<file path="src/rtl/dpll_pkg.sv">
package dpll_pkg;
    localparam int M_W     = 10;
    localparam int N_W     = 10;
    localparam int P_W     = 8;
    localparam int DW      = 32;
    localparam int AW      = 4;
    localparam int N_BANKS = 3;
    localparam int N_SRC   = N_BANKS + 1;
    localparam int SRC_W   = $clog2(N_SRC);
    localparam int M_LSB   = 0;
    localparam int N_LSB   = 16;
    localparam int SEL_LSB = 2;
    localparam int MISC_W  = 8;

    localparam logic [AW-1:0] OFS_DIV0   = 4'd0;
    localparam logic [AW-1:0] OFS_PSEL   = 4'd4;
    localparam logic [AW-1:0] OFS_MISC   = 4'd5;
    localparam logic [AW-1:0] OFS_LCDCTL = 4'd6;
    localparam logic [AW-1:0] OFS_WDIV   = 4'd7;
    localparam logic [AW-1:0] OFS_WP     = 4'd8;

    localparam logic [SRC_W-1:0] SRC_LCD = SRC_W'(N_BANKS);

    typedef struct packed {
        logic [P_W-1:0] p;
        logic [N_W-1:0] n;
        logic [M_W-1:0] m;
    } pll_par_t;

    localparam pll_par_t RST_BANK0 = pll_par_t'({8'd2, 10'd20, 10'd103});
    localparam pll_par_t RST_BANK1 = pll_par_t'({8'd2, 10'd30, 10'd170});

    function automatic pll_par_t rst_par(int k);
        case (k)
            0:       return RST_BANK0;
            1:       return RST_BANK1;
            default: return '0;
        endcase
    endfunction

    function automatic logic [DW-1:0] pack_div(pll_par_t x);
        logic [DW-1:0] w;
        w = '0;
        w[M_LSB +: M_W] = x.m;
        w[N_LSB +: N_W] = x.n;
        return w;
    endfunction

    function automatic logic [SRC_W-1:0] pick_src(logic [1:0] code,
                                                  logic [SRC_W-1:0] prev,
                                                  logic lcd);
        if (lcd)                return SRC_LCD;
        else if (code == 2'b11) return prev;
        else                    return SRC_W'(code);
    endfunction
endpackage

</file>
<file path="src/rtl/dpll_bank_file.sv">
module dpll_bank_file
    import dpll_pkg::*;
(
    input  logic                 clk,
    input  logic                 rst,
    input  logic                 wr_en,
    input  logic [AW-1:0]        wr_addr,
    input  logic [DW-1:0]        wr_data,
    output pll_par_t [N_SRC-1:0] bank_q
);
    for (genvar g = 0; g < N_SRC; g++) begin : g_bank
        pll_par_t r;
        always_ff @(posedge clk) begin
            if (rst) begin
                r <= rst_par(g);
            end else if (wr_en) begin
                if (wr_addr == OFS_DIV0 + AW'(g)) begin
                    r.m <= wr_data[M_LSB +: M_W];
                    r.n <= wr_data[N_LSB +: N_W];
                end
                if (wr_addr == OFS_PSEL)
                    r.p <= wr_data[8*g +: P_W];
            end
        end
        assign bank_q[g] = r;
    end
endmodule

</file>
<file path="src/rtl/dpll_ctl_regs.sv">
module dpll_ctl_regs
    import dpll_pkg::*;
(
    input  logic              clk,
    input  logic              rst,
    input  logic              wr_en,
    input  logic [AW-1:0]     wr_addr,
    input  logic [DW-1:0]     wr_data,
    output logic [MISC_W-1:0] misc_q,
    output logic [DW-1:0]     lcdctl_q,
    output logic              sel_wr,
    output logic [1:0]        sel_code,
    output logic              lcd_on
);
    always_ff @(posedge clk) begin
        if (rst) begin
            misc_q   <= '0;
            lcdctl_q <= '0;
        end else if (wr_en) begin
            if (wr_addr == OFS_MISC)   misc_q   <= wr_data[MISC_W-1:0];
            if (wr_addr == OFS_LCDCTL) lcdctl_q <= wr_data;
        end
    end

    assign sel_wr   = wr_en && (wr_addr == OFS_MISC);
    assign sel_code = wr_data[SEL_LSB +: 2];
    assign lcd_on   = lcdctl_q[DW-1] & lcdctl_q[0];
endmodule

</file>
<file path="src/rtl/dpll_work_file.sv">
module dpll_work_file
    import dpll_pkg::*;
(
    input  logic                 clk,
    input  logic                 rst,
    input  pll_par_t [N_SRC-1:0] bank_q,
    input  logic                 sel_wr,
    input  logic [1:0]           sel_code,
    input  logic                 lcd_on,
    output pll_par_t             work_q,
    output logic                 load_q,
    output logic [SRC_W-1:0]     src_q
);
    logic [SRC_W-1:0] nxt_src;
    logic             do_xfer;

    always_comb begin
        nxt_src = pick_src(sel_code, src_q, lcd_on);
        do_xfer = sel_wr && (lcd_on || sel_code != 2'b11);
    end

    always_ff @(posedge clk) begin
        if (rst) begin
            work_q <= rst_par(0);
            src_q  <= '0;
            load_q <= 1'b0;
        end else begin
            load_q <= do_xfer;
            if (do_xfer) begin
                work_q <= bank_q[nxt_src];
                src_q  <= nxt_src;
            end
        end
    end

    // a strobe only ever follows a select write
    a_r9_load_after_select: assert property (@(posedge clk) disable iff (rst)
        load_q |-> $past(sel_wr));
    // the working file never moves without a strobe
    a_r7_work_held: assert property (@(posedge clk) disable iff (rst)
        !load_q |-> $stable(work_q));
    // override forces the LCD set
    a_r6_lcd_override: assert property (@(posedge clk) disable iff (rst)
        (sel_wr && lcd_on) |=> (load_q && src_q == SRC_LCD));
    // reserved code is a no-op
    a_r5_reserved_hold: assert property (@(posedge clk) disable iff (rst)
        (sel_wr && !lcd_on && sel_code == 2'b11) |=> (!load_q && $stable(src_q)));
endmodule

</file>
<file path="src/rtl/dpll_bank_sel.sv">
module dpll_bank_sel
    import dpll_pkg::*;
(
    input  logic             clk,
    input  logic             rst,
    input  logic             wr_en,
    input  logic [AW-1:0]    wr_addr,
    input  logic [DW-1:0]    wr_data,
    input  logic [AW-1:0]    rd_addr,
    output logic [DW-1:0]    rd_data,
    output logic [M_W-1:0]   pll_m,
    output logic [N_W-1:0]   pll_n,
    output logic [P_W-1:0]   pll_p,
    output logic             pll_load,
    output logic [SRC_W-1:0] pll_src
);
    pll_par_t [N_SRC-1:0] bank_q;
    pll_par_t             work_q;
    logic [MISC_W-1:0]    misc_q;
    logic [DW-1:0]        lcdctl_q;
    logic                 sel_wr;
    logic [1:0]           sel_code;
    logic                 lcd_on;

    dpll_bank_file u_banks (
        .clk(clk), .rst(rst), .wr_en(wr_en), .wr_addr(wr_addr),
        .wr_data(wr_data), .bank_q(bank_q)
    );

    dpll_ctl_regs u_ctl (
        .clk(clk), .rst(rst), .wr_en(wr_en), .wr_addr(wr_addr),
        .wr_data(wr_data), .misc_q(misc_q), .lcdctl_q(lcdctl_q),
        .sel_wr(sel_wr), .sel_code(sel_code), .lcd_on(lcd_on)
    );

    dpll_work_file u_work (
        .clk(clk), .rst(rst), .bank_q(bank_q), .sel_wr(sel_wr),
        .sel_code(sel_code), .lcd_on(lcd_on), .work_q(work_q),
        .load_q(pll_load), .src_q(pll_src)
    );

    always_comb begin
        rd_data = '0;
        for (int k = 0; k < N_SRC; k++)
            if (rd_addr == OFS_DIV0 + AW'(k)) rd_data = pack_div(bank_q[k]);
        case (rd_addr)
            OFS_PSEL: for (int k = 0; k < N_SRC; k++) rd_data[8*k +: P_W] = bank_q[k].p;
            OFS_MISC:   rd_data = DW'(misc_q);
            OFS_LCDCTL: rd_data = lcdctl_q;
            OFS_WDIV:   rd_data = pack_div(work_q);
            OFS_WP:     rd_data = DW'(work_q.p);
            default: ;
        endcase
    end

    assign pll_m = work_q.m;
    assign pll_n = work_q.n;
    assign pll_p = work_q.p;
endmodule

</file>
<file path="config.mk">
export PLATFORM = sky130hd
export DESIGN_NAME = dpll_bank_sel
export DESIGN_NICKNAME = d
export VERILOG_FILES = /design/src/rtl/dpll_pkg.sv /design/src/rtl/dpll_bank_file.sv /design/src/rtl/dpll_ctl_regs.sv /design/src/rtl/dpll_work_file.sv /design/src/rtl/dpll_bank_sel.sv
export SDC_FILE = /design/constraint.sdc
export NUM_CORES = 1
export LEC_CHECK = 0
export BUFFER_PORTS_ARGS = -buffer_cell sky130_fd_sc_hd__clkbuf_2
export CAP_MARGIN = 20
export CORE_MARGIN = 8
export CORE_UTILIZATION = 63
export CTS_CLUSTER_SIZE = 14
export DETAILED_ROUTE_END_ITERATION = 8
export PLACE_DENSITY = 0.83
export SLEW_MARGIN = 20
export SYNTH_ARGS = -nofsm -noshare
export SYNTH_HDL_FRONTEND = slang
export SYNTH_SLANG_ARGS = --single-unit
</file>
<file path="constraint.sdc">
create_clock -name clk -period 7.47 [get_ports clk]
set_clock_uncertainty 0.15 [all_clocks]
set_input_delay 1.8675 -clock clk [delete_from_list [all_inputs] [get_ports clk]]
set_output_delay 1.8675 -clock clk [all_outputs]
set_load 0.005 [all_outputs]
</file>
* After elaboration in Yosys (flattened, before gate mapping)
Cells that the tools add are included.
Word-level totals: output and inout port bits 63, bits in writable memories 0, memories 0, logic and storage cells 58, bits in registers 183, bits in latches 0, input bits 43, ROM bits 0
Operators by class: $add $sub $neg 0, equal/unequal tests 16, multiplexer cells 9, shift-type cells 0, divide/modulo/power cells 0, bitwise gates (word level) 1, reductions and logical operators 12, order comparisons 1, $mul 0
Operators with widths (count):
- $pmux W32 S5 | 1
- $mux W32 | 3
- $bmux W28 S2 | 1
- $eq A4 B3 Y1 const B | 7
- $mux W28 | 1
- $mux W26 | 1
- $eq A4 B2 Y1 const B | 4
- $reduce_and A2 Y1 | 7
- $eq A4 B1 Y1 const B | 2
- $logic_not A4 Y1 | 2
- $eq A4 B4 Y1 const B | 1
- $mux W2 | 2
- $lt A2 B3 Y1 const B | 1
- $eq A2 B2 Y1 const B | 1
- $logic_and A1 B1 Y1 | 2
- $ne A2 B2 Y1 const B | 1
- $and A1 B1 Y1 | 1
- $logic_or A1 B1 Y1 | 1

* Longest topological paths before layout
Gate-level depths: netlist (run 1).
depth in word-level cells 6, depth in mapped cells 7

* Cells and area by module
A second synthesis (run 1) with hierarchy kept.
Unflattened totals: cell total of the unflattened synthesis 1033, area, all modules 10093.4 um^2
Modules (own cells, without submodules):
- dpll_bank_file | sequential area each 2242.2 um^2, instances 1, area each 4501.8 um^2, cells an instance 417
- dpll_work_file | sequential area each 620.6 um^2, instances 1, area each 2119.5 um^2, cells an instance 251
- dpll_ctl_regs | sequential area each 800.8 um^2, instances 1, area each 1793.0 um^2, cells an instance 172
- dpll_bank_sel | sequential area each 0.0 um^2, instances 1, area each 1679.1 um^2, cells an instance 193

* Worst setup path before layout (run 1)
No wires, ideal clock.
path type input port to output port, start input port rd_addr[0], end output port rd_data[8], slack 2.344 ns, data required time 5.452 ns, buffers on the path 2, stages on the path 6, arrival 3.109 ns, cell sequence buf_4 buf_2 mux2_2 a21oi_1 nor2_1 o2bb2a_1
On the way: longest elaborated chain between the ends 6, elaborated cells between the ends (all ways) 14
Ends and longest elaborated chain:
- start: declaration | RTL line dpll_bank_sel.sv:9 | input logic [AW-1:0] rd_addr,
- $logic_not A4 Y1 | RTL line dpll_bank_sel.sv:45 | if (rd_addr == OFS_DIV0 + AW'(k)) rd_data = pack_div(bank_q[k]);
- $mux W26 | RTL line dpll_bank_sel.sv:45
- $mux W32 (3 in series) | RTL line dpll_bank_sel.sv:45
- $pmux W32 S5 (*) | RTL line dpll_bank_sel.sv:46 | case (rd_addr)
- end: declaration | RTL line dpll_bank_sel.sv:10 | output logic [DW-1:0] rd_data,
Mark *: on every way between the ends. The rest lies on a longest branch, timed or not.

* Worst setup path after layout (run 1)
start input port rd_addr[0], end output port rd_data[4]
The elaborated chain is that of the path after synthesis.

==> flow_results.org, run 1 <==
** Floorplanning
- Die area :: approximately 0.019 mm2
- After floorplanning, the core was sized to cover roughly 0.014 mm2.
- Die width :: about 140 um
- From bottom edge to top edge, the die measures ~140 um.
- In this run the count of I/O pins placed on the die edge is about 110.
- The floorplan has 44 rows.
- Initial core utilization :: 0.635

** Clock network
- The cell sitting at the root of the clock tree is a sky130_fd_sc_hd__clkbuf_16.
- Clock Path Buffers :: 2
- Number of buffers added by the clock tree synthesis step :: 17
- Post-CTS Hold Buffers :: 0
- For the worst-skew pair, the clock arrives at the later sink with an insertion delay of between 400 and 500 ps.
- The clock tree synthesis step divided the H-tree into 4 levels.
- TritonCTS built the clock tree.
- Counting every sink on the clock net gives 183.
- Worst-path clk slew :: ~60 ps
- Total of cells resized after clock tree synthesis :: 0
- Number of buffers added for setup after CTS :: 0

** Timing
- Setup violations remaining at the end of the flow were counted as 0.
- The tightest hold path in the finished design has a slack of 304 ps.
- In the final timing run, aggregate negative setup slack is 0 ps.
- Slew Limit Headroom :: 0.170
- Max Freq :: between 150 and 200 MHz
- Of the available clock period, the critical path in the final layout requires 0.800.
- Final min period :: 5980 ps
- Pins over their slew limit :: 0
- At the pin with the least slew margin, the transition time is ~1200 ps.
- The hold violation total from the final report was 0.
- Setup repair after global routing left no endpoint under its margin.

** Critical path
- R2R Setup Slk :: roughly 4700 ps
- Largest fanout on the critical path :: 23
- In this design, the stage delay of the slowest critical-path cell is between 600 and 700 ps.
- In this design, the largest share of critical-path delay is due to buffers and inverters.
- Data arrives at the worst endpoint at 3960 ps.
- Buffer and inverter count on the worst path :: 3
- STA puts the critical path data required time at between 5000 and 6000 ps.
- Number of gates on the worst path with buffers counted :: 6
- The worst setup path is launched from a primary input.
- Among all stages on the critical path, the largest delay is contributed by sky130_fd_sc_hd__a21oi_1.
- Cell breakdown of the critical path :: clkbuf_2 > inv_1 > a21oi_1 > nand2_1 > a32oi_1 > clkbuf_2
- Cell with the most instances on the worst path :: sky130_fd_sc_hd__clkbuf_2
- The number of cells on the worst reg-to-reg path is 4.
- Startpoint-to-endpoint class of the critical path :: primary input to output pin
- Critical Path Sink Type :: output pin

** Yosys
- Count of flip-flops with a built-in enable after synthesis :: 0
- The synthesized design contains approximately 180 register bits.
- Most frequent cells after synthesis :: 343 x sky130_fd_sc_hd__nand2_1, 183 x sky130_fd_sc_hd__dfxtp_1, 181 x sky130_fd_sc_hd__a21oi_1
- The average instance in the mapped netlist occupies around 7.9 um2.
- Most repeated cell in the gate-level netlist after synthesis :: sky130_fd_sc_hd__nand2_1
- The cell area that synthesis handed to floorplanning was 0.00909 mm2.
- Synthesis instantiated 53 different standard cells from the library.
- Share of the yosys chip area belonging to registers :: 0.403
- Counting every net in the synthesized netlist gives 1192.
- The largest total area in the synthesized netlist belongs to sky130_fd_sc_hd__dfxtp_1.
- Of the post-synthesis cell area, the dominant cell type holds 0.403.
- Main flop type after synthesis :: sky130_fd_sc_hd__dfxtp_1
- During synthesis, Yosys emitted a total of 0 warnings.
- Instance count of the mapped netlist :: 1149
- After synthesis, the share of flip-flops with an asynchronous set or reset is 0.
- Largest cells by area after synthesis :: sky130_fd_sc_hd__dfxtp_1 40%, sky130_fd_sc_hd__nand2_1 14%, sky130_fd_sc_hd__a21oi_1 10%

** Status
- The run finished with clean final reports.

** Drt
- Routed vias/inst :: just under 7
- DRC violation total after the first TritonRoute iteration :: 1615
- Summed over all layers, the routed wires come to 32500 um.
- Number of detailed-route iterations in the first pass :: 6
- The count of nets left with antenna violations once routing finished came out at 0.
- Dividing the detail-routed wire length by the instance count gives ~23 um.
- Number of vias in the routed layout :: about 9500
- Detailed-route DRC error count :: 0

** Hold path
- WHS Path Cells :: 2
- Class of the tightest hold or removal check :: flip-flop to flip-flop

** Layout
- Layout filler cell count :: 1165
- Of the cells placed in the final design, the portion with a size suffix greater than 1 is 0.173.
- Final layout net count :: approximately 1200
- Summing all multi-input logic gate instances after layout gives roughly 0.0050 mm2.
- Layout Area Growth over Synthesis :: 11.8%
- Sequential cell area :: 0.00366 mm2
- Diode insertion count for antenna repair :: 0

** Flow run
- Across the run, the number of max-cap violations was 0.

** Power and ir drop
- Worst-case vdd ir drop :: 0.184 mV
- For this design the ratio of total power to cell area is between 200 and 250 mW/mm2.
- LEAKAGE :: 3.79 nW

** GRT
- Met1 capacity usage during global routing :: 0.432
- Entering global routing, the biggest net connects 77 pins.
- Met2 Resource Use GR :: 0.521
- For this run, global-route usage on met3 was measured as 0.107.
- Via count of the first global-routing pass :: approximately 8900
- In the global route stage, overall resource usage came out at 0.348.
- The number of antenna violations at the first check in global routing was 0.
- The first global-routing pass estimated ~50000 um of wire.
- met2 is the most crowded layer.
- After global routing the overflow that remains totals 0.

** Place
- Summed over all nets, the half-perimeter wirelength after detailed placement is roughly 19000 um.
- Routability-driven placement finished with a final weighted congestion of just over 0.9.
- The count of buffers added on input and output ports is ~110.
[cells in the final DEF, fill, tap and decap left out, types with 3 or more instances in the layout]
| master | count |
|---|---|
| sky130_fd_sc_hd__a211oi_1 | 22 |
| sky130_fd_sc_hd__a21oi_1 | 180 |
| sky130_fd_sc_hd__a221oi_1 | 20 |
| sky130_fd_sc_hd__a22o_1 | 10 |
| sky130_fd_sc_hd__a2bb2oi_1 | 6 |
| sky130_fd_sc_hd__a32oi_1 | 5 |
| sky130_fd_sc_hd__and2_1 | 21 |
| sky130_fd_sc_hd__and3_1 | 13 |
| sky130_fd_sc_hd__buf_4 | 17 |
| sky130_fd_sc_hd__clkbuf_16 | 17 |
| sky130_fd_sc_hd__clkbuf_2 | 104 |
| sky130_fd_sc_hd__clkinv_2 | 4 |
| sky130_fd_sc_hd__dfxtp_1 | 183 |
| sky130_fd_sc_hd__inv_1 | 17 |
| sky130_fd_sc_hd__mux2_2 | 17 |
| sky130_fd_sc_hd__mux2i_1 | 20 |
| sky130_fd_sc_hd__mux4_2 | 16 |
| sky130_fd_sc_hd__nand2_1 | 343 |
| sky130_fd_sc_hd__nand2b_1 | 5 |
| sky130_fd_sc_hd__nand3_1 | 18 |
| sky130_fd_sc_hd__nand3b_1 | 4 |
| sky130_fd_sc_hd__nor2_1 | 40 |
| sky130_fd_sc_hd__nor2b_1 | 11 |
| sky130_fd_sc_hd__o211a_1 | 7 |
| sky130_fd_sc_hd__o211ai_1 | 3 |
| sky130_fd_sc_hd__o21ai_0 | 15 |
| sky130_fd_sc_hd__o21bai_1 | 6 |
| sky130_fd_sc_hd__o221ai_1 | 9 |
| sky130_fd_sc_hd__o22ai_1 | 7 |
| sky130_fd_sc_hd__o2bb2ai_1 | 8 |
| sky130_fd_sc_hd__o31ai_1 | 3 |
| sky130_fd_sc_hd__o32ai_2 | 6 |
| sky130_fd_sc_hd__o41ai_1 | 7 |
[registers in the layout, indices dropped and copies added (netlist names)]
name	cells
u_ctl.lcdctl_q	32
u_work.src_q	2
u_work.work_q	28
u_banks.bank_q	112
u_ctl.misc_q	8
u_work.load_q	1
[routing by layer]
metal | part of all wire | wire length (um)
met1 | 0.36 | 11700
met2 | 0.44 | 14400
met3 | 0.14 | 4490
met4 | 0.059 | 1910
met5 | 0 | 0
[worst register-to-register path: cells and delay by family, from the launching register on]
family	cells	cell delay [ps]
flip-flops	1	510
AND/OR/NAND/NOR	2	1270
AO/OA/AOI/OAI	2	710
[power breakdown]
part | total (mW) | switching, mW | internal, mW
Clock | 0.908 | 0.398 | 0.510
Combinational | 0.212 | 0.146 | 0.0663
Sequential | 1.00 | 0.0113 | 0.988
[kinds of logic (layout without fill, tap and decap cells)]
| kind of cell | count (synthesis) | count (layout) | share of synthesized area |
|---|---|---|---|
| AO/OA/AOI/OAI | 328 | 328 | 0.240 |
| XOR/XNOR | 1 | 1 | 0.000963 |
| buffers and inverters | 117 | 174 | 0.0560 |
| flip-flops | 183 | 183 | 0.403 |
| multiplexers | 53 | 53 | 0.0827 |
| AND/OR/NAND/NOR | 467 | 467 | 0.218 |
[worst paths after layout]
| check | endpoint | startpoint |
|---|---|---|
| hold / removal | u_ctl.lcdctl_q[27] | u_ctl.lcdctl_q[27] |
| setup / recovery | rd_data[4] | rd_addr[0] |
| setup reg to reg | u_work.work_q[10] | u_work.src_q[0] |
| hold reg to reg | u_ctl.lcdctl_q[27] | u_ctl.lcdctl_q[27] |
[final cells by class]
type,count,area share
Clock buffer,21,0.0453
Clock inverter,11,0.0119
Inverter,20,0.00738
Multi-Input combinational cell,849,0.487
Sequential cell,183,0.360
Tap cell,184,0.0226
Timing Repair Buffer,122,0.0652
[stage by stage]
step | power (mW) | cells | util | setup WS [ps] | cell area [um2]
4_1_cts | 2.10 | 1390 | 0.709 | 1610 | 10200
5_1_grt | 2.16 | 1390 | 0.710 | 1470 | 10200
3_3_place_gp | 1.22 | 1357 | 0.667 | 1640 | 9550
3_5_place_dp | 1.22 | 1358 | 0.669 | 1610 | 9570
6_report | 2.12 | 1390 | 0.710 | 1490 | 10200
2_1_floorplan | 1.15 | 1149 | - | 2340 | 9090
Power figures use the tool's default switching activity.
==> run 2, diff against run 1 <==
- CORE_UTILIZATION: 63 -> 59
- PLACE_DENSITY: 0.83 -> 0.79
- clock period: 7.47 -> 5.6 ns (I/O delays scaled with it)
==> run 2 against run 1 <==
Effect of this change: cell area grew 1.3%; critical path depth is the same; setup slack lost 760 ps; critical path type unchanged; largest power group unchanged; clock power grew 43%; cell count grew 0.86%; core utilization shrank 3.0 points; sequential power grew 33%; power grew 38%; sequential share of layout area shrank 0.46 points; critical endpoint is now rd_data[3]; routed wire length grew 0.30%; register-to-register slack lost 1800 ps; non-clock buffer count grew 8; largest cell class unchanged.
==> flow_results.org, run 2 (synthesis gave the netlist of run 1 again) <==
** Floorplanning
- I/O pin total :: 106 (unchanged)
- Chip height :: 140 um (+2.9%)
- Number of rows in the core area :: 45 (+2.3%)
- The overall die area came to 0.0196 mm2 (+6.0%).
- The width of the chip came to 140 um (+2.9%).
- The core outline area came to 0.0151 mm2 (+5.8%).
- Initial core utilization :: 0.600 (-0.0349)

** Timing
- Of the available clock period, the critical path in the final layout requires 0.869.
- Hold Vio Cnt, Final :: 0 (unchanged)
- The transition time of the tightest slew-check pin was 1190 ps (-52.4 ps).
- Setup repair after global routing left no endpoint under its margin.
- Based on the critical path, the design can be clocked at up to between 200 and 250 MHz.
- The normalized max-slew margin came to 0.205 (+0.0349).
- Pins over their slew limit :: 0 (unchanged)
- Subtracting the final worst setup slack from the clock period gives slightly below 5000 ps.
- The sum of negative setup slack is 0 ps (unchanged).
- The count of endpoints failing setup in the final report is 0 (unchanged).

** Clock network
- Post-CTS Hold Buffers :: 0 (unchanged)
- Clock latency on the worst-skew pair :: 440 ps (about the same)
- Buffer type at the clock tree root :: sky130_fd_sc_hd__clkbuf_16
- Clock sink count :: 183 (unchanged)
- Worst-path clk slew :: 60 ps (about the same)
- The number of H-tree levels came to 4 (unchanged).
- Number of buffers added by the clock tree synthesis step :: 17 (unchanged)
- The post-CTS setup repair buffer count came to 0 (unchanged).
- The number of buffers on the longest clock path came to 2 (unchanged).
- Total of cells resized after clock tree synthesis :: 0 (unchanged)
- TritonCTS built the clock tree.

** Status
- Result of the run :: completed

** Layout
- The number of antenna cells inserted is 0 (unchanged).
- Relative to the synthesized area, the layout overhead comes to 13.2%.
- The footprint of the multi-input gates was 0.00494 mm2 (-0.20%).
- The final net count came to 1244 (+0.65%).
- Design area :: 0.0103 mm2 (+1.3%)
- Leaving out fill and tap cells, the most frequent cells in the layout are 342 x sky130_fd_sc_hd__nand2_1, 183 x sky130_fd_sc_hd__dfxtp_1, 181 x sky130_fd_sc_hd__a21oi_1.
- Sequential cell area :: 0.00366 mm2 (unchanged)
- Flip-flop count of the largest register, all copies and words added :: 112 (unchanged)
- Layout filler cell count :: 1241 (+6.5%)
- Core Util, Final :: 0.680 (-0.0304)
- The share of layout cells above drive strength 1 was 0.178 (+0.00462).
- The library cell used most frequently in the layout, excluding fill and tap cells, is sky130_fd_sc_hd__nand2_1.

** Flow run
- Number of maximum-capacitance violations :: 0 (unchanged)

** GRT
- The global-route wire length before repair is 49700 um (+0.21%).
- The number of antenna violations at the first check in global routing was 0 (unchanged).
- Maximum number of pins on one net before global-route repair :: 76 (-1.3%)
- The number of global-route vias before repair is 8939 (+0.15%).
- The residual overflow from global routing is 0 (unchanged).
- Overall track demand over capacity in global routing :: 0.324 (-0.0248)

** Drt
- The routed wire length came to 32600 um (+0.30%).
- The routed via count came to 9372 (-1.2%).
- Number of nets with antenna violations after routing :: 0 (unchanged)
- Wire length per cell :: 23.3 um (-0.56%)
- The vias per cell is 6.68 (-2.0%).
- Number of detailed-route iterations in the first pass :: 7 (+1)
- The remaining design rule violation count was 0 (unchanged).
- DRC violation total after the first TritonRoute iteration :: 1327 (-18%)

** Place
- Count of input and output buffers :: 105 (unchanged)
- The post-DP HPWL was 20500 um (+5.8%).
- The weighted congestion reported at the end of routability-driven placement came to 0.947 (+1.8%).
- The cell area after placement is 0.00965 mm2 (+0.80%).

** Critical path
- Worst stage delay on the critical path :: 530 ps (-120 ps)
- Critical Path Sink Type :: output pin
- Arrival time reported for the critical path endpoint :: 3310 ps (-650 ps)
- On the critical path, the stage with the largest delay is an instance of sky130_fd_sc_hd__clkbuf_2.
- Cell breakdown of the critical path :: clkbuf_2 > buf_4 > mux4_2 > mux2i_1 > o21ai_0 > clkbuf_2
- Kind of launch point of the worst setup path :: primary input
- The critical path is of the primary input to output pin type.
- Cell with the most instances on the worst path :: sky130_fd_sc_hd__clkbuf_2
- The maximum fanout along the worst path is 22 (-4.3%).
- Required time at the worst-slack endpoint :: 4050 ps (-1400 ps)

** Hold path
- In this run the worst hold path is classified as flip-flop to flip-flop.

** Power and ir drop
- LEAKAGE :: 3.86 nW (+1.8%)
- The ratio of total power to cell area is 284 mW/mm2 (+36%).
- The peak ir drop on the vdd network was 0.231 mV (+26%).
- Total Power :: 2.92 mW (+38%)
## run 2: cell count changes in the layout (fill, tap and decap cells not counted), moves of 2 or more
cell,change
sky130_fd_sc_hd__buf_4,+6
sky130_fd_sc_hd__clkinv_4,+3
sky130_fd_sc_hd__bufinv_16,+2
sky130_fd_sc_hd__clkinv_2,-2
sky130_fd_sc_hd__inv_6,-2
## run 2: layout make-up
cell class / instances / share of cell area
multi-input cells: 849 / 0.480
inverters: 20 / 0.00729
clock inverters: 11 / 0.0168
clock buffers: 21 / 0.0447
flip-flops and latches: 183 / 0.356
repair buffers: 130 / 0.0725
well taps: 188 / 0.0228
## run 2: power breakdown
| group | switching (mW) | internal [mW] | leakage, nW |
|---|---|---|---|
| logic | 0.193 | 0.0924 | 2.07 |
| clock network | 0.531 | 0.773 | 0.307 |
| registers | 0.0152 | 1.32 | 1.48 |
| total | 0.740 | 2.18 | 3.86 |
## run 2: worst paths after layout
path	startpoint	endpoint	slack, ps	cells past startpoint
min reg2reg	u_ctl.lcdctl_q[9]	u_ctl.lcdctl_q[9]	300	2
max reg2reg	u_work.src_q[0]	u_work.work_q[10]	2910	4
max	rd_addr[1]	rd_data[3]	740	6
min	u_ctl.lcdctl_q[9]	u_ctl.lcdctl_q[9]	300	2
## run 2: layer usage
metal  global-route usage  routed length (um)  vias to the layer above
met2                0.505               14900                      752
met5                    0                   0                        -
met3               0.0921                4080                      152
li1                     -                   -                     4113
met1                0.399               12000                     4355
met4                0.171                1600                        0
## run 2: worst max-delay path: cells and delay by family
family          cells  cell delay, ps
compound gates      1             470
buf+inv             3            1140
mux                 2             290
## run 2: metrics by stage
| stage | hold WS, ps | cells | worst slack, ps |
|---|---|---|---|
| 2_1_floorplan | 283 | 1149 | 1410 |
| 4_1_cts | 307 | 1401 | 854 |
| 3_3_place_gp | 290 | 1367 | 921 |
| 3_5_place_dp | 298 | 1369 | 855 |
| 5_1_grt | 328 | 1402 | 663 |
| 6_report | 304 | 1402 | 736 |
==> run 3, diff against run 2 <==
--- a/config.mk
+++ b/config.mk
@@ -9,8 +9,8 @@
 export CAP_MARGIN = 20
 export CORE_MARGIN = 8
-export CORE_UTILIZATION = 59
+export CORE_UTILIZATION = 34
 export CTS_CLUSTER_SIZE = 14
 export DETAILED_ROUTE_END_ITERATION = 8
-export PLACE_DENSITY = 0.79
+export PLACE_DENSITY = 0.49
 export SLEW_MARGIN = 20
 export SYNTH_ARGS = -nofsm -noshare
==> constraint.sdc (replaced) <==
create_clock -name clk -period 5.6 [get_ports clk]
set_clock_uncertainty 0.15 [all_clocks]
set_input_delay 0.84 -clock clk [delete_from_list [all_inputs] [get_ports clk]]
set_output_delay 0.84 -clock clk [all_outputs]
set_load 0.005 [all_outputs]
==> run 3 against run 2 <==
Effect of this change: the run now ends with design-rule violations left; sequential share of layout area shrank 0.17 points; cell area grew 0.47%; largest power group unchanged; clock-buffer cell count grew 1; critical endpoint is now rd_data[4]; critical path type unchanged; critical path depth is the same.
==> flow_results.org, run 3 (synthesis gave the netlist of run 1 again) <==
** Drt
- Number of vias in the routed layout :: 8861 (-5.5%)
- The vias per cell came to 5.70 (-15%).
- Routed WL :: 37200 um (+14%)
- The remaining number of nets flagged by the antenna check after routing was 0 (unchanged).
- Detailed-route DRC error count :: 1 (+1)
- Wire length per cell :: 23.9 um (+2.8%)
- DRC violation total after the first TritonRoute iteration :: 854 (-36%)
- Number of detailed-route iterations in the first pass :: 9 (+2)

** Critical path
- Startpoint-to-endpoint class of the critical path :: primary input to output pin
- Destination of the critical timing path :: rd_data[4]
- Required time at the worst-slack endpoint :: 4610 ps (+560 ps)
- The cell count of the worst reg-to-reg path was 4 (unchanged).
- R2R Setup Slk :: 2790 ps (-120 ps)
- The worst setup path is captured at an output pin.
- Largest fanout on the critical path :: 25 (+14%)
- Reg-to-reg critical path endpoint :: u_work.work_q[17]
- The signal arrival time at the worst endpoint came to 3220 ps (-90 ps).
- Crit. Startpoint :: rd_addr[2]
- The worst register-to-register path begins at u_work.src_q[0].
- Kind of launch point of the worst setup path :: primary input

** Floorplanning
- I/O pin total :: 106 (unchanged)
- Number of rows in the core area :: 60 (+33%)
- Placeable Area :: 0.0266 mm2 (+75%)
- Die area :: 0.0322 mm2 (+64%)
- The initial standard-cell utilization of the core was 0.342 (-0.258).
- Chip height :: 180 um (+28%)
- Die width :: 180 um (+28%)

** Status
- Violations in the final reports :: design-rule violations
- Result of the run :: finished with violations

** Clock network
- Post-CTS Hold Buffers :: 0 (unchanged)
- Total of cells resized after clock tree synthesis :: 0 (unchanged)
- TritonCTS built the clock tree.
- The total clock buffers created by CTS is 17 (unchanged).
- Clock sink count :: 183 (unchanged)
- Number of buffers added for setup after CTS :: 0 (unchanged)
- The number of H-tree levels is 4 (unchanged).
- Buffer type at the clock tree root :: sky130_fd_sc_hd__clkbuf_16
- Clock Path Buffers :: 2 (unchanged)
- Clock latency on the worst-skew pair :: 440 ps (about the same)
- The clock-pin slew on the worst setup and hold paths came to 60 ps (about the same).

** Hold path
- In this run the worst hold path is classified as flip-flop to flip-flop.

** GRT
- First-pass GRT wire length :: 56300 um (+13%)
- Via count of the first global-routing pass :: 8642 (-3.3%)
- The number of antenna violations at the first check in global routing was 0 (unchanged).
- Overall track demand over capacity in global routing :: 0.227 (-0.0967)
- The residual overflow from global routing came to 0 (unchanged).
- The pin count of the biggest net entering global routing is 76 (unchanged).

** Layout
- Share of layout cells above drive strength 1 :: 0.175 (-0.00329)
- In the layout the commonest cells are 343 x sky130_fd_sc_hd__nand2_1, 183 x sky130_fd_sc_hd__dfxtp_1, 181 x sky130_fd_sc_hd__a21oi_1.
- Diode insertion count for antenna repair :: 0 (unchanged)
- The number of inserted filler cells in the final layout is 2858 (+130%).
- Final layout net count :: 1244 (unchanged)
- Leaving out fill and tap cells, the most frequent cell in the layout is sky130_fd_sc_hd__nand2_1.
- The post-route cell area is 0.0103 mm2 (+0.47%).
- Flip-flop count of the largest register, all copies and words added :: 112 (unchanged)
- Layout Area Growth over Synthesis :: 13.8%
- Final non-filler cell total :: 1555 (+11%)

** Place
- The total instance count after detailed placement came to 1523 (+11%).
- The total of buffers placed on input and output ports was 105 (unchanged).
- Detailed placement HPWL :: 23600 um (+16%)
- Area post-placement :: 0.00981 mm2 (+1.7%)
- Routability-driven placement congestion ratio :: 0.828 (-13%)

** Timing
- The part of the cycle the worst path needs was 0.752 (-0.116).
- Max Freq :: 237 MHz (+15%)
- Number of setup violations in the final report :: 0 (unchanged)
- Final min period :: 4210 ps (-652 ps)
- The transition time of the tightest slew-check pin is 1120 ps (-69.0 ps).
- The sum of negative setup slack came to 0 ps (unchanged).
- Setup repair after global routing left no endpoint under its margin.
- The final worst hold slack was 301 ps (-2.93 ps).
- Pins over their slew limit :: 0 (unchanged)
- Hold Vio Cnt, Final :: 0 (unchanged)
- The normalized max-slew margin was 0.248 (+0.0432).

** Power and ir drop
- The post-route total power was 2.76 mW (-5.7%).
- LEAKAGE :: 3.79 nW (-1.9%)
- Cell area power density :: 267 mW/mm2 (-6.1%)
- Worst-case vdd ir drop :: 0.132 mV (-43%)

** Flow run
- The number of maximum-capacitance constraint violations is 0 (unchanged).
[run 3: cell types whose count changed in the layout (fill, tap and decap cells not counted), sizes merged]
cell      before  now
inv           19   20
clkinv         7    6
clkinvlp       1    4
bufinv         4    0
clkbuf       125  126
[run 3: layout make-up]
cell class	count	area, um2	area share
Clock buffer	22	454	0.0439
Clock inverter	10	75.1	0.00726
Inverter	20	75.1	0.00726
Multi-Input combinational cell	849	4930	0.477
Sequential cell	183	3660	0.354
Tap cell	341	427	0.0412
Timing Repair Buffer	130	716	0.0692
[run 3: per-stage QoR]
step / utilization / setup slack, ps
finish: 0.389 / 1390
global route: 0.389 / 1280
CTS: 0.389 / 1430
detailed placement: 0.369 / 1470
global placement: 0.369 / 1540
floorplan: - / 2530
[run 3: power by group]
group          total (mW)  switching (mW)  internal [mW]  leakage, nW
combinational       0.295           0.205         0.0900         2.06
clock                1.13           0.547          0.582        0.247
sequential           1.33          0.0145           1.32         1.48
total                2.76           0.767           1.99         3.79
[run 3: how the worst min path moves through the flow]
stage | startpoint | endpoint | slack (ps) | cells past startpoint
2_1_floorplan | u_ctl.lcdctl_q[2] | u_ctl.lcdctl_q[2] | 280 | 2
3_3_place_gp | u_ctl.lcdctl_q[1] | u_ctl.lcdctl_q[1] | 290 | 2
3_5_place_dp | u_ctl.lcdctl_q[1] | u_ctl.lcdctl_q[1] | 290 | 2
4_1_cts | u_ctl.lcdctl_q[1] | u_ctl.lcdctl_q[1] | 300 | 2
5_1_grt | u_ctl.lcdctl_q[1] | u_ctl.lcdctl_q[1] | 320 | 2
6_report | u_ctl.lcdctl_q[1] | u_ctl.lcdctl_q[1] | 300 | 2
[run 3: layer usage]
metal  part of all wire  global-route usage  up-vias
met5                  0                   0        -
met4              0.024              0.0744        0
met3              0.071              0.0395       55
met2               0.46               0.362      365
met1               0.45               0.306     4326
li1                   -                   -     4115
[run 3: worst max-delay path, cell delays in order]
cell and delay, ps:
sky130_fd_sc_hd__clkbuf_2 500, sky130_fd_sc_hd__and2b_1 600, sky130_fd_sc_hd__o21bai_1 490, sky130_fd_sc_hd__o21ai_0 170
sky130_fd_sc_hd__a32oi_1 410, sky130_fd_sc_hd__clkbuf_2 190
